--- src/rtl/vpw_pkg.sv ---
// vpw_pkg: types and small helpers shared by the variable-pulse-width codec.
// Assumes the active bus level is encoded as 1 and the passive level as 0.
package vpw_pkg;

    typedef enum logic [1:0] {
        TX_IDLE,
        TX_SOF,
        TX_DATA
    } tx_state_e;

    typedef enum logic [2:0] {
        PER_NOISE,
        PER_SHORT,
        PER_LONG,
        PER_SOF,
        PER_OVER
    } per_class_e;

    // A bit is long when its value equals the level it is sent at.
    function automatic logic vpw_is_long(input logic bit_val, input logic active);
        return bit_val == active;
    endfunction

    // Inverse mapping: recover the bit from its duration class and level.
    function automatic logic vpw_bit_value(input logic is_long, input logic active);
        return is_long ^ ~active;
    endfunction

endpackage

--- src/rtl/vpw_tx.sv ---
// vpw_tx: serializes bytes into variable-pulse-width symbols.
// Sends a start pulse at the active level before the first byte of a frame,
// then alternates levels bit by bit, MSB first. Assumes each byte has eight
// bits, so every byte starts passive and ends active. A byte offered when
// the eighth bit ends continues the frame; otherwise the bus returns passive.
module vpw_tx
    import vpw_pkg::*;
#(
    parameter int SHORT_T = 64,
    parameter int LONG_T  = 128,
    parameter int SOF_T   = 200
) (
    input  logic       clk,
    input  logic       rst_n,
    input  logic       tick,
    input  logic [7:0] tx_data,
    input  logic       tx_valid,
    output logic       tx_ready,
    output logic       bus_tx
);

    localparam int TCW = $clog2(SOF_T + 1);

    tx_state_e      state;
    logic           level;
    logic [TCW-1:0] cnt;
    logic [7:0]     shreg;
    logic [2:0]     bitn;
    logic [TCW-1:0] dur;
    logic           period_end;
    logic           last_bit;
    logic           accept;

    // Select the length of the current period from state, bit and level.
    always_comb begin
        if (state == TX_SOF) begin
            dur = TCW'(SOF_T);
        end else if (vpw_is_long(shreg[7], level)) begin
            dur = TCW'(LONG_T);
        end else begin
            dur = TCW'(SHORT_T);
        end
    end

    // Period boundary, last-bit detection and the handshake window.
    always_comb begin
        period_end = tick && (cnt == dur - 1'b1);
        last_bit   = (bitn == 3'd7);
        tx_ready   = (state == TX_IDLE) || ((state == TX_DATA) && period_end && last_bit);
        accept     = tx_valid && tx_ready;
    end

    // Sequencer: start pulse, bit stepping, byte chaining and return to idle.
    always_ff @(posedge clk) begin
        if (!rst_n) begin
            state <= TX_IDLE;
            level <= 1'b0;
            cnt   <= '0;
            shreg <= '0;
            bitn  <= '0;
        end else begin
            case (state)
                TX_IDLE: begin
                    cnt <= '0;
                    if (accept) begin
                        state <= TX_SOF;
                        level <= 1'b1;
                        shreg <= tx_data;
                        bitn  <= '0;
                    end
                end
                TX_SOF: begin
                    if (tick) begin
                        if (period_end) begin
                            state <= TX_DATA;
                            level <= 1'b0;
                            cnt   <= '0;
                        end else begin
                            cnt <= cnt + 1'b1;
                        end
                    end
                end
                TX_DATA: begin
                    if (tick) begin
                        if (period_end) begin
                            cnt   <= '0;
                            level <= ~level;
                            if (last_bit) begin
                                bitn <= '0;
                                if (accept) begin
                                    shreg <= tx_data;
                                end else begin
                                    state <= TX_IDLE;
                                end
                            end else begin
                                shreg <= {shreg[6:0], 1'b0};
                                bitn  <= bitn + 1'b1;
                            end
                        end else begin
                            cnt <= cnt + 1'b1;
                        end
                    end
                end
                default: state <= TX_IDLE;
            endcase
        end
    end

    assign bus_tx = level;

    // The duration counter never reaches the length of its period.
    assert_cnt_in_period_R3: assert property (@(posedge clk) disable iff (!rst_n)
        (state != TX_IDLE) |-> (cnt < dur));

    // The start pulse always hands over to a passive first data bit.
    assert_sof_then_passive_R2: assert property (@(posedge clk) disable iff (!rst_n)
        (state == TX_SOF && period_end) |=> (state == TX_DATA && !bus_tx));

    // Every data period boundary flips the bus level.
    assert_level_toggles_R3: assert property (@(posedge clk) disable iff (!rst_n)
        (state == TX_DATA && period_end) |=> (bus_tx != $past(bus_tx)));

endmodule

--- src/rtl/vpw_edge_sync.sv ---
// vpw_edge_sync: brings the asynchronous bus level into the clock domain.
// Reports a transition and the level of the period that just ended.
// Assumes the bus holds each level for far longer than three clock cycles.
module vpw_edge_sync (
    input  logic clk,
    input  logic rst_n,
    input  logic bus_in,
    output logic edge_seen,
    output logic ended_level
);

    logic s1;
    logic s2;
    logic lvl_q;

    // Two-stage synchronizer plus a register holding the settled level.
    always_ff @(posedge clk) begin
        if (!rst_n) begin
            s1    <= 1'b0;
            s2    <= 1'b0;
            lvl_q <= 1'b0;
        end else begin
            s1    <= bus_in;
            s2    <= s1;
            lvl_q <= s2;
        end
    end

    assign edge_seen   = (s2 != lvl_q);
    assign ended_level = lvl_q;

endmodule

--- src/rtl/vpw_rx.sv ---
// vpw_rx: measures periods between bus edges in ticks, classifies them and
// assembles bytes MSB first. A frame opens on an active start pulse. Noise
// or a long passive gap closes it silently; an over-long active period
// closes it with an invalid strobe. Assumes edge_seen from vpw_edge_sync.
module vpw_rx
    import vpw_pkg::*;
#(
    parameter int NOISE_MIN = 34,
    parameter int LONG_MIN  = 96,
    parameter int SOF_MIN   = 163,
    parameter int SOF_MAX   = 239
) (
    input  logic       clk,
    input  logic       rst_n,
    input  logic       tick,
    input  logic       edge_seen,
    input  logic       ended_level,
    output logic [7:0] rx_data,
    output logic       rx_valid,
    output logic       rx_invalid
);

    localparam int RCW = $clog2(SOF_MAX + 2);

    logic [RCW-1:0] cnt;
    logic [RCW:0]   width;
    per_class_e     pclass;
    logic           in_frame;
    logic [6:0]     shreg;
    logic [2:0]     bitn;
    logic           new_bit;

    // Saturating tick counter, restarted at each edge.
    always_ff @(posedge clk) begin
        if (!rst_n) begin
            cnt <= '0;
        end else if (edge_seen) begin
            cnt <= '0;
        end else if (tick && (cnt != RCW'(SOF_MAX))) begin
            cnt <= cnt + 1'b1;
        end
    end

    // Width of the finished period, including a tick in the edge cycle.
    always_comb begin
        width = {1'b0, cnt} + (RCW + 1)'(tick);
    end

    // Sort the finished period into its window.
    always_comb begin
        if (width < (RCW + 1)'(NOISE_MIN)) begin
            pclass = PER_NOISE;
        end else if (width < (RCW + 1)'(LONG_MIN)) begin
            pclass = PER_SHORT;
        end else if (width < (RCW + 1)'(SOF_MIN)) begin
            pclass = PER_LONG;
        end else if (width < (RCW + 1)'(SOF_MAX)) begin
            pclass = PER_SOF;
        end else begin
            pclass = PER_OVER;
        end
    end

    // Decoded value of a data period.
    always_comb begin
        new_bit = vpw_bit_value(pclass == PER_LONG, ended_level);
    end

    // Frame tracking, bit assembly and output strobes.
    always_ff @(posedge clk) begin
        if (!rst_n) begin
            in_frame   <= 1'b0;
            shreg      <= '0;
            bitn       <= '0;
            rx_data    <= '0;
            rx_valid   <= 1'b0;
            rx_invalid <= 1'b0;
        end else begin
            rx_valid   <= 1'b0;
            rx_invalid <= 1'b0;
            if (edge_seen) begin
                case (pclass)
                    PER_NOISE: begin
                        in_frame <= 1'b0;
                    end
                    PER_SHORT, PER_LONG: begin
                        if (in_frame) begin
                            if (bitn == 3'd7) begin
                                rx_data  <= {shreg, new_bit};
                                rx_valid <= 1'b1;
                                bitn     <= '0;
                            end else begin
                                shreg <= {shreg[5:0], new_bit};
                                bitn  <= bitn + 1'b1;
                            end
                        end
                    end
                    PER_SOF: begin
                        in_frame <= ended_level;
                        bitn     <= '0;
                    end
                    default: begin
                        in_frame <= 1'b0;
                        if (ended_level) begin
                            rx_invalid <= 1'b1;
                        end
                    end
                endcase
            end
        end
    end

    // A byte strobe never lasts more than one cycle.
    assert_valid_one_cycle_R7: assert property (@(posedge clk) disable iff (!rst_n)
        rx_valid |=> !rx_valid);

    // A byte and an invalid symbol are never reported together.
    assert_strobes_exclusive_R9: assert property (@(posedge clk) disable iff (!rst_n)
        $onehot0({rx_valid, rx_invalid}));

    // An invalid symbol always leaves the receiver outside a frame.
    assert_invalid_closes_R9: assert property (@(posedge clk) disable iff (!rst_n)
        rx_invalid |-> !in_frame);

endmodule

--- src/rtl/vpw_codec.sv ---
// vpw_codec: top of the variable-pulse-width bit codec. Joins the
// transmitter, the bus synchronizer and the receiver. All time constants
// are in ticks of the tick enable; defaults suit a 1 us tick.
module vpw_codec #(
    parameter int SHORT_T   = 64,
    parameter int LONG_T    = 128,
    parameter int SOF_T     = 200,
    parameter int NOISE_MIN = 34,
    parameter int LONG_MIN  = 96,
    parameter int SOF_MIN   = 163,
    parameter int SOF_MAX   = 239
) (
    input  logic       clk,
    input  logic       rst_n,
    input  logic       tick,
    input  logic [7:0] tx_data,
    input  logic       tx_valid,
    output logic       tx_ready,
    output logic       bus_tx,
    input  logic       bus_rx,
    output logic [7:0] rx_data,
    output logic       rx_valid,
    output logic       rx_invalid
);

    logic edge_seen;
    logic ended_level;

    // Transmit path.
    vpw_tx #(
        .SHORT_T (SHORT_T),
        .LONG_T  (LONG_T),
        .SOF_T   (SOF_T)
    ) u_tx (
        .clk      (clk),
        .rst_n    (rst_n),
        .tick     (tick),
        .tx_data  (tx_data),
        .tx_valid (tx_valid),
        .tx_ready (tx_ready),
        .bus_tx   (bus_tx)
    );

    // Bus level synchronizer and edge detector.
    vpw_edge_sync u_sync (
        .clk         (clk),
        .rst_n       (rst_n),
        .bus_in      (bus_rx),
        .edge_seen   (edge_seen),
        .ended_level (ended_level)
    );

    // Receive path.
    vpw_rx #(
        .NOISE_MIN (NOISE_MIN),
        .LONG_MIN  (LONG_MIN),
        .SOF_MIN   (SOF_MIN),
        .SOF_MAX   (SOF_MAX)
    ) u_rx (
        .clk         (clk),
        .rst_n       (rst_n),
        .tick        (tick),
        .edge_seen   (edge_seen),
        .ended_level (ended_level),
        .rx_data     (rx_data),
        .rx_valid    (rx_valid),
        .rx_invalid  (rx_invalid)
    );

endmodule

--- config.mk ---
export PLATFORM = sky130hd
export DESIGN_NAME = vpw_codec
export DESIGN_NICKNAME = d
export VERILOG_FILES = /design/src/rtl/vpw_pkg.sv /design/src/rtl/vpw_tx.sv /design/src/rtl/vpw_edge_sync.sv /design/src/rtl/vpw_rx.sv /design/src/rtl/vpw_codec.sv
export SDC_FILE = /design/constraint.sdc
export NUM_CORES = 1
export LEC_CHECK = 0
export BUFFER_PORTS_ARGS = -buffer_cell sky130_fd_sc_hd__buf_2
export CAP_MARGIN = 20
export CORE_MARGIN = 2
export CORE_UTILIZATION = 41
export DETAILED_ROUTE_END_ITERATION = 6
export MAX_ROUTING_LAYER = met4
export PLACE_DENSITY = 0.69
export SYNTH_ARGS = -nofsm -noshare
export SYNTH_HDL_FRONTEND = slang
export SYNTH_SLANG_ARGS = --single-unit
--- constraint.sdc ---
create_clock -name clk -period 3.55 [get_ports clk]
set_clock_uncertainty 0.1 [all_clocks]
set_input_delay 0.355 -clock clk [delete_from_list [all_inputs] [get_ports clk]]
set_output_delay 0.355 -clock clk [all_outputs]
set_load 0.05 [all_outputs]
# Word-level counts from Yosys, hierarchy flattened
# Cells that the tools add are included.
# totals
regBits	54
input_bits	13
output_inout_bits	12
wordCells	117
# classes
n_addsub	6
order_cmp	4
n_eq_ne	20
muxes	39
n_bitwise	7
n_reduce_logical	26
# op_table
operator	n
8-bit 2-to-1 mux	8
8-bit case mux with 2 select lines	2
3-bit 2-to-1 mux	10
9-bit by 8-bit < comparator with 1-bit output, second input constant	2
8-bit by 1-bit adder with 8-bit output, second input constant	2
4-bit AND reduction	4
2-bit 2-to-1 mux	7
2-bit by 1-bit inequality test with 1-bit output, second input constant	6
3-bit case mux with 2 select lines	2
8-bit by 1-bit adder with 9-bit output	1
9-bit by 6-bit < comparator with 1-bit output, second input constant	1
9-bit by 7-bit < comparator with 1-bit output, second input constant	1
8-bit == test	1
8-bit inequality test, second input constant	1
8-bit by 1-bit subtractor with 8-bit output, second input constant	1
1-bit 2-to-1 mux	7
7-bit AND reduction	1
3-bit by 1-bit adder with 3-bit output, second input constant	2
3-bit by 2-bit == test with 1-bit output, second input constant	2
3-bit == test, second input constant	2
2-bit inequality test, second input constant	3
1-bit NOT	6
2-bit case mux with 3 select lines	1
3-bit AND reduction	2
18 further kinds	27

# Logic depth before layout (Yosys ltp)
# Gate-level depths: netlist of the first run.
# logic_depth
ltp_word	15
ltp_mapped	10
ltp_nobuf	9

# Cells and area by module
# Synthesis of the first run repeated with hierarchy kept, for this count alone.
# unflattened
cells_unflattened	355
area_unflattened_um2	3164.3
# by_module_without_submodules
module	n_inst	cells_each	area_each_um2	seq_area_each_um2
vpw_rx	1	178	1651.6	580.6
vpw_tx	1	170	1423.9	440.4
vpw_edge_sync	1	7	88.8	60.1

# Least setup slack after synthesis of the first run
# Ideal clock, no wire load.
# synth_timing
kind	input to register
startpoint	input tick
endpoint	register u_rx.rx_valid
setup_time_ps	115
arrival_ps	2374
t_required_ps	3335
slack_ps	961
stages	9
n_path_buf	1
cell_sequence	ha_1 -> ha_1 -> or4_4 -> a2111o_1 -> a21oi_2 -> o22ai_2 -> and3_1 -> buf_6 -> and2_1
# synth_between
elab_chain_len	9
word_cells_on_any_way	13
cone_classes	add/sub (1); order compare (4); eq/ne (2); mux (4); reduce/logical (2)
# synth_lines
element	line_no	text
start, declared	vpw_codec.sv:15	input logic tick,
8-bit by 1-bit adder with 9-bit output (*)	vpw_rx.sv:46	width = {1'b0, cnt} + (RCW + 1)'(tick);
9-bit by 8-bit < comparator with 1-bit output	vpw_rx.sv:57	end else if (width < (RCW + 1)'(SOF_MAX)) begin
3-bit 2-to-1 mux	vpw_rx.sv:57	
3-bit 2-to-1 mux	vpw_rx.sv:55	end else if (width < (RCW + 1)'(SOF_MIN)) begin
3-bit 2-to-1 mux	vpw_rx.sv:53	end else if (width < (RCW + 1)'(LONG_MIN)) begin
3-bit 2-to-1 mux (*)	vpw_rx.sv:51	if (width < (RCW + 1)'(NOISE_MIN)) begin
3-bit by 1-bit == test with 1-bit output or 3-bit by 2-bit == test with 1-bit output (tied branches)	vpw_rx.sv:82	case (pclass)
2-bit OR reduction (*)	vpw_rx.sv:82	
4-bit AND reduction (no line) (*)	-	
end signal, assigned	vpw_rx.sv:76	rx_valid <= 1'b0;
end signal, assigned	vpw_rx.sv:79	rx_valid <= 1'b0;
end signal, assigned	vpw_rx.sv:90	rx_valid <= 1'b1;
end, declared	vpw_rx.sv:19	output logic rx_valid,
# Mark *: on every way between the ends. The rest lies on a longest branch, timed or not.
# A chain may end at the register's enable or synchronous reset.

# Final worst setup path of the first run
# layout_timing
startpoint	register u_rx.cnt[0]
endpoint	register u_rx.rx_data[1]
# layout_between
elab_chain_len	9
word_cells_on_any_way	13
cone_classes	add/sub (1); order compare (4); eq/ne (2); mux (4); reduce/logical (2)
# layout_lines
element	line_no	text
start, declared	vpw_rx.sv:25	logic [RCW-1:0] cnt;
start signal, assigned	vpw_rx.sv:40	cnt <= cnt + 1'b1;
8-bit by 1-bit adder with 9-bit output (*)	vpw_rx.sv:46	
9-bit by 8-bit < comparator with 1-bit output	vpw_rx.sv:57	
3-bit 2-to-1 mux	vpw_rx.sv:57	
3-bit 2-to-1 mux	vpw_rx.sv:55	
3-bit 2-to-1 mux	vpw_rx.sv:53	
3-bit 2-to-1 mux (*)	vpw_rx.sv:51	
3-bit by 1-bit == test with 1-bit output or 3-bit by 2-bit == test with 1-bit output (tied branches)	vpw_rx.sv:82	
2-bit OR reduction (*)	vpw_rx.sv:82	
4-bit AND reduction (no line) (*)	-	
end signal, assigned	vpw_rx.sv:89	rx_data <= {shreg, new_bit};
end, declared	vpw_rx.sv:18	output logic [7:0] rx_data,
# Marks and branches as above.

==> results of run 1 <==
power groups by stage:
stage               Sequential (mW)  Clock, mW  Combinational [mW]
CTS                           0.687      0.380               0.440
global placement              0.699          0               0.432
floorplan                     0.711          0               0.334
detailed placement            0.700          0               0.438
global route                  0.693      0.399               0.491
finish                        0.687      0.367               0.438
path summary, 6_finish.rpt:
path | startpoint | endpoint | slack [ns] | cells after the start
min | tx_data[4] | u_tx.shreg[4] | 0.15 | 3
min reg2reg | u_rx.rx_data[0] | u_rx.rx_data[0] | 0.36 | 2
max reg2reg | u_rx.cnt[0] | u_rx.rx_data[1] | 0.53 | 9
max | u_rx.cnt[0] | u_rx.rx_data[1] | 0.53 | 9
routing by layer:
layer / vias to the layer above / part of all wire, %
met4: 0 / 1.3
li1: 1222 / -
met5: - / 0
met2: 29 / 46
met3: 8 / 3.2
met1: 1130 / 50
cell families after synthesis:
family	share of synthesized area, %
XOR/XNOR	3.62
AND/OR/NAND/NOR	25.1
flip-flops	37.2
multiplexers	8.61
buffers and inverters	3.70
AO/OA/AOI/OAI	16.7
adder cells (fa/ha/maj)	5.17
sequential cells by signal, summed over array words and instances, names as in the netlist:
name / flops
u_rx.cnt: 8
u_rx.rx_data: 8
u_tx.cnt: 8
u_tx.shreg: 8
u_rx.shreg: 7
u_rx.bitn: 3
u_tx.bitn: 3
u_tx.state: 2
u_rx.in_frame: 1
u_rx.rx_invalid: 1
u_rx.rx_valid: 1
u_sync.ended_level: 1
u_sync.s1: 1
u_sync.s2: 1
u_tx.bus_tx: 1
per-stage QoR:
step	area [µm²]	power, mW	hold WS [ns]
3_5_place_dp	3080	1.14	0.337
3_3_place_gp	3080	1.13	0.324
2_1_floorplan	2910	1.05	0.312
5_1_grt	3180	1.58	0.138
6_report	3180	1.49	0.147
4_1_cts	3180	1.51	0.141
critical path, cell delays in order, from the launching register on:
cell     delay, ns
dfxtp_1       0.43
ha_1          0.19
ha_1          0.31
nand4_1       0.22
or2_1         0.30
a21o_1        0.18
a21o_1        0.21
o22ai_2       0.26
and3_1        0.51
mux2i_1       0.25
cells in the final DEF (no fill, tap or decap), types with 2 or more instances in the layout:
cell,instances
dfxtp_1,54
nor2_1,40
nand2_1,34
mux2i_1,25
buf_2,24
o21ai_0,13
and2_1,12
ha_1,12
xnor2_1,10
nor2b_1,9
inv_1,8
nand3_1,8
o221ai_1,8
clkbuf_8,6
and3_1,5
nand4_1,5
a21oi_1,5
a211o_1,4
a21o_1,4
a21boi_1,4
nand3b_1,4
nor3_1,4
or3_1,3
nand2b_1,3
or4_1,2
o21ai_1,2
or2_2,2
a211oi_2,2
a211oi_1,2
or2_1,2
o21a_1,2
o22ai_1,2
nand4b_1,2
xor2_1,2
layout make-up:
type | count | area share, %
inverters | 9 | 1.06
flip-flops and latches | 54 | 34.0
clock inverters | 2 | 0.512
multi-input cells | 256 | 54.0
repair buffers | 25 | 4.01
well taps | 96 | 3.78
clock buffers | 6 | 2.60
==> results.toml, run 1 <==
[detailed_routing]
wl_um = 5560
drt_pre_antenna_iters = 4
antenna_left = 0
viasPerCell = 5.33
vias = 2389
remaining_drc_errors = 0
wl_per_cell_um = 12.4
drt_iter0_drc = 89

[power]
p_comb_share_pct = 29.4
power_density_nw_per_um2 = 469
p_seq_share_pct = 46.0
leakage_nw = 1.28
pwr-share-clk_pct = 24.6
peakVddDrop_v = 0.000191
intPower_mw = 0.979
switchingPower_mw = 0.513
swShare_pct = 34.4

[hold_path]
hp-class = "input port to flip-flop"

[timing]
min_period_ns = 3.02
fin_ws_ns = 0.525
hold_viol_final = 0
fin_crit_sh_pct = 85.2
slew_headroom_pct = 60.0
setup_viol = 0
finalSetupTns_ns = 0
clock.fmax_mhz = 331
rsz0062_at_grt = "no"
report.final.slew_viol_count = 0
worst_slew_pin_slew_ns = 0.596

[yosys]
netlist_top_cells_area = "dfxtp_1 37%, mux2i_1 8.6%, ha_1 5.2%"
avgSynthCellArea_um2 = 8.70
ys_async_sr_fraction_pct = 0
yosys.area.top_type = "dfxtp_1"
synth-edff-count = 0
synth_cells = 334
synth-warning-count = 0
ys_types = 60
synth_top_area_share_pct = 37.2
synth.ff_latch_count = 54
synth_area_um2 = 2910
ys_seq_area_share_pct = 37.2
syn-num-nets = 359
synthFlopType = "dfxtp_1"
yosysMostFrequentCell = "dfxtp_1"
synthTopCellsByCount = "54 x dfxtp_1, 40 x nor2_1, 34 x nand2_1, 25 x mux2i_1, 13 x o21ai_0"

[global_route]
grt_first_pass_wirelength_um = 9470
grt_usage_pct = 15.3
grt_max_degree = 30
busiest_layer = "met2"
antenna_found_initial = 0
grt.met2_usage_pct = 24.6
met3_usage_pct = 3.49
grtUsageMet1_pct = 19.2
grt_overflow = 0
grt_pass1_vias = 2177

[finish]
multi_input_area_um2 = 1720
seq_area_um2 = 1080
finalNonFillerCells = 448
nFillCells = 672
nets = 376
utilization_pct = 46.5
drive_gt1_share_pct = 12.8
antenna_cells = 0
syn_to_final_growth_pct = 9.38

[floorplanning]
placementRows = 30
design.core.area_um2 = 6830
die_y_um = 88.2
start_util_pct = 42.5
io_pins = 25
dieArea_um2 = 7780
die_w_um = 88.2

[clock_tree]
cts_buffers = 5
h-tree-depth = 2
clock-root-buffer = "clkbuf_8"
clockBufferDepth = 2
post_cts_resized = 0
cts_hold_buf = 0
clkLatencyLatePin_ns = 0.31
clock_sinks = 54
post_cts_buffers = 0
cts_tree = "built"
clk_pin_slew_ns = 0.10

[placed_design]
pre_cts_ws_ns = 0.471
dp.cells = 440
place_hpwl_um = 4020
gp_congestion = 0.836
numPortBuffers = 24

[outcome]
outcome = "finished, final reports clean"

[setup_path]
cp.required_ns = 3.69
path_class = "flip-flop to flip-flop"
startpoint_type = "flip-flop"
critPathCaptureType = "flip-flop"
critPathArrivalTime_ns = 3.17
critPathMaxFanout = 9

[run]
cap_violations = 0
(Power assumes the default switching activity.)
==> inputs of run 2 (changes only) <==
SYNTH_HIERARCHICAL = 1   (was not set)
==> results.toml, run 2 <==
[outcome]
outcome = "finished, final reports clean"

[yosys]
ys_types = 76
synthTopCellsByCount = "54 x dfxtp_1, 43 x nand2_1, 21 x mux2i_1, 21 x o21ai_0, 19 x a21oi_1"
synth-edff-count = 0
syn-num-nets = 381
synth-warning-count = 6
yosys.area.top_type = "dfxtp_1"
synth.ff_latch_count = 54
ys_async_sr_fraction_pct = 0
ys_seq_area_share_pct = 34.2
avgSynthCellArea_um2 = 8.91
netlist_top_cells_area = "dfxtp_1 34%, mux2i_1 6.6%, ha_1 5.1%"
synth_cells = 355
synth_area_um2 = 3160
synthFlopType = "dfxtp_1"
yosysMostFrequentCell = "dfxtp_1"
synth_top_area_share_pct = 34.2

[finish]
drive_gt1_share_pct = 16.3
finalNonFillerCells = 476
nets = 399
utilization_pct = 45.3
layout_common_cells = "54 x dfxtp_1, 43 x nand2_1, 24 x buf_2"
seq_area_um2 = 1080
multi_input_area_um2 = 1950
layout_commonest_cell = "dfxtp_1"
nFillCells = 750
antenna_cells = 0
syn_to_final_growth_pct = 8.98

[hold_path]
worstHoldStart = "bus_rx"
whs_path_depth = 2
hp-class = "input port to flip-flop"
worstHoldEndpoint = "u_sync/s1"

[detailed_routing]
drt_pre_antenna_iters = 4
vias = 2699
drt_iter0_drc = 130
antenna_left = 0
remaining_drc_errors = 0
wl_per_cell_um = 13.9
wl_um = 6610
viasPerCell = 5.67

[timing]
worst_slew_pin_slew_ns = 0.635
setup_viol = 0
finalSetupTns_ns = 0
hold_viol_final = 0
clock.fmax_mhz = 332
slew_headroom_pct = 57.2
report.final.slew_viol_count = 0
min_period_ns = 3.01
rsz0062_at_grt = "no"
fin_crit_sh_pct = 84.8

[setup_path]
reg2reg_slack_ns = 0.83
r2r_start = "u_rx/cnt[0]"
crit_path_start = "u_tx/state[1]"
reg2reg_depth = 8
path_class = "flip-flop to output port"
cp.required_ns = 3.09
critPathCaptureType = "output port"
startpoint_type = "flip-flop"
timing.rr.end = "u_rx/shreg[0]"
critPathArrivalTime_ns = 2.56
critPathMaxFanout = 6

[power]
p_seq_share_pct = 42.2
p_comb_share_pct = 32.7
peakVddDrop_v = 0.000185
intPower_mw = 1.06
swShare_pct = 35.5
power_density_nw_per_um2 = 476
switchingPower_mw = 0.583
pwr-share-clk_pct = 25.1
leakage_nw = 1.27

[clock_tree]
clkLatencyLatePin_ns = 0.30
clk_pin_slew_ns = 0.10
post_cts_resized = 0
clockBufferDepth = 2
post_cts_buffers = 0
clock_sinks = 54
cts_buffers = 5
cts_hold_buf = 0
h-tree-depth = 2
clock-root-buffer = "clkbuf_8"
cts_tree = "built"

[placed_design]
numPortBuffers = 24
gp_congestion = 0.922
dp.cells = 468
place_hpwl_um = 4820

[floorplanning]
placementRows = 32
design.core.area_um2 = 7610
die_w_um = 91.9
io_pins = 25
die_y_um = 91.9
start_util_pct = 41.6
dieArea_um2 = 8440

[global_route]
grt_pass1_vias = 2548
grt_max_degree = 37
grt_overflow = 0
grt_first_pass_wirelength_um = 11400
antenna_found_initial = 0
grt_usage_pct = 16.6

[run]
cap_violations = 0
## run 2: cell count changes after synthesis, moves of 9 or more
cell	previous run	this run
a21oi_1	5	19
nand2_1	34	43
nand3_1	8	17
nor2_1	40	17
## run 2: cell type report
| class | instances | share of cell area (%) |
|---|---|---|
| Clock buffer | 6 | 2.10 |
| Clock inverter | 2 | 1.09 |
| Inverter | 11 | 1.20 |
| Multi-Input combinational cell | 275 | 56.6 |
| Sequential cell | 54 | 31.3 |
| Tap cell | 102 | 3.70 |
| Timing Repair Buffer | 26 | 3.92 |
## run 2: worst max-delay path by stage
stage / endpoint / slack (ns)
after global placement: u_rx/shreg[0] / 0.80
after global routing: tx_ready / 0.40
final: tx_ready / 0.54
after detailed placement: u_rx/shreg[0] / 0.71
after CTS: tx_ready / 0.53
after floorplan: u_rx/shreg[0] / 1.05
## run 2: cell families after synthesis
group           share of synthesized area (%)
simple gates                             20.8
compound gates                           26.4
flops                                    34.2
buf+inv                                  4.11
mux                                      6.64
fa+ha+maj                                5.14
xor+xnor                                 2.77
## run 2: power groups by stage
stage | Combinational (mW) | Sequential [mW] | Clock (mW)
5_1_grt | 0.601 | 0.701 | 0.452
2_1_floorplan | 0.416 | 0.712 | 0
6_report | 0.537 | 0.693 | 0.412
4_1_cts | 0.535 | 0.693 | 0.427
3_3_place_gp | 0.517 | 0.704 | 0
3_5_place_dp | 0.530 | 0.707 | 0
## run 2: layer usage
layer / global-route usage (%) / up-vias / part of all wire [%]
li1: - / 1377 / -
met3: 3.04 / 4 / 2.8
met4: 2.99 / 0 / 0.51
met5: - / - / 0
met2: 27.9 / 35 / 48
met1: 21.0 / 1283 / 49
## run 2: critical path, cell delays in order (launching register included)
cell and delay [ns]:
dfxtp_1 0.38, inv_1 0.09, ha_1 0.25, or3b_1 0.40
o2bb2a_4 0.24, a211oi_2 0.40, a31o_2 0.24, buf_2 0.26
## run 2: stage by stage
stage	total power [mW]	hold WS (ns)	worst slack, ns	instance area (µm²)
floorplan	1.13	0.306	1.05	3160
global placement	1.22	0.320	0.801	3340
detailed placement	1.24	0.321	0.706	3340
CTS	1.66	0.156	0.534	3450
global route	1.75	0.146	0.401	3450
finish	1.64	0.162	0.539	3450
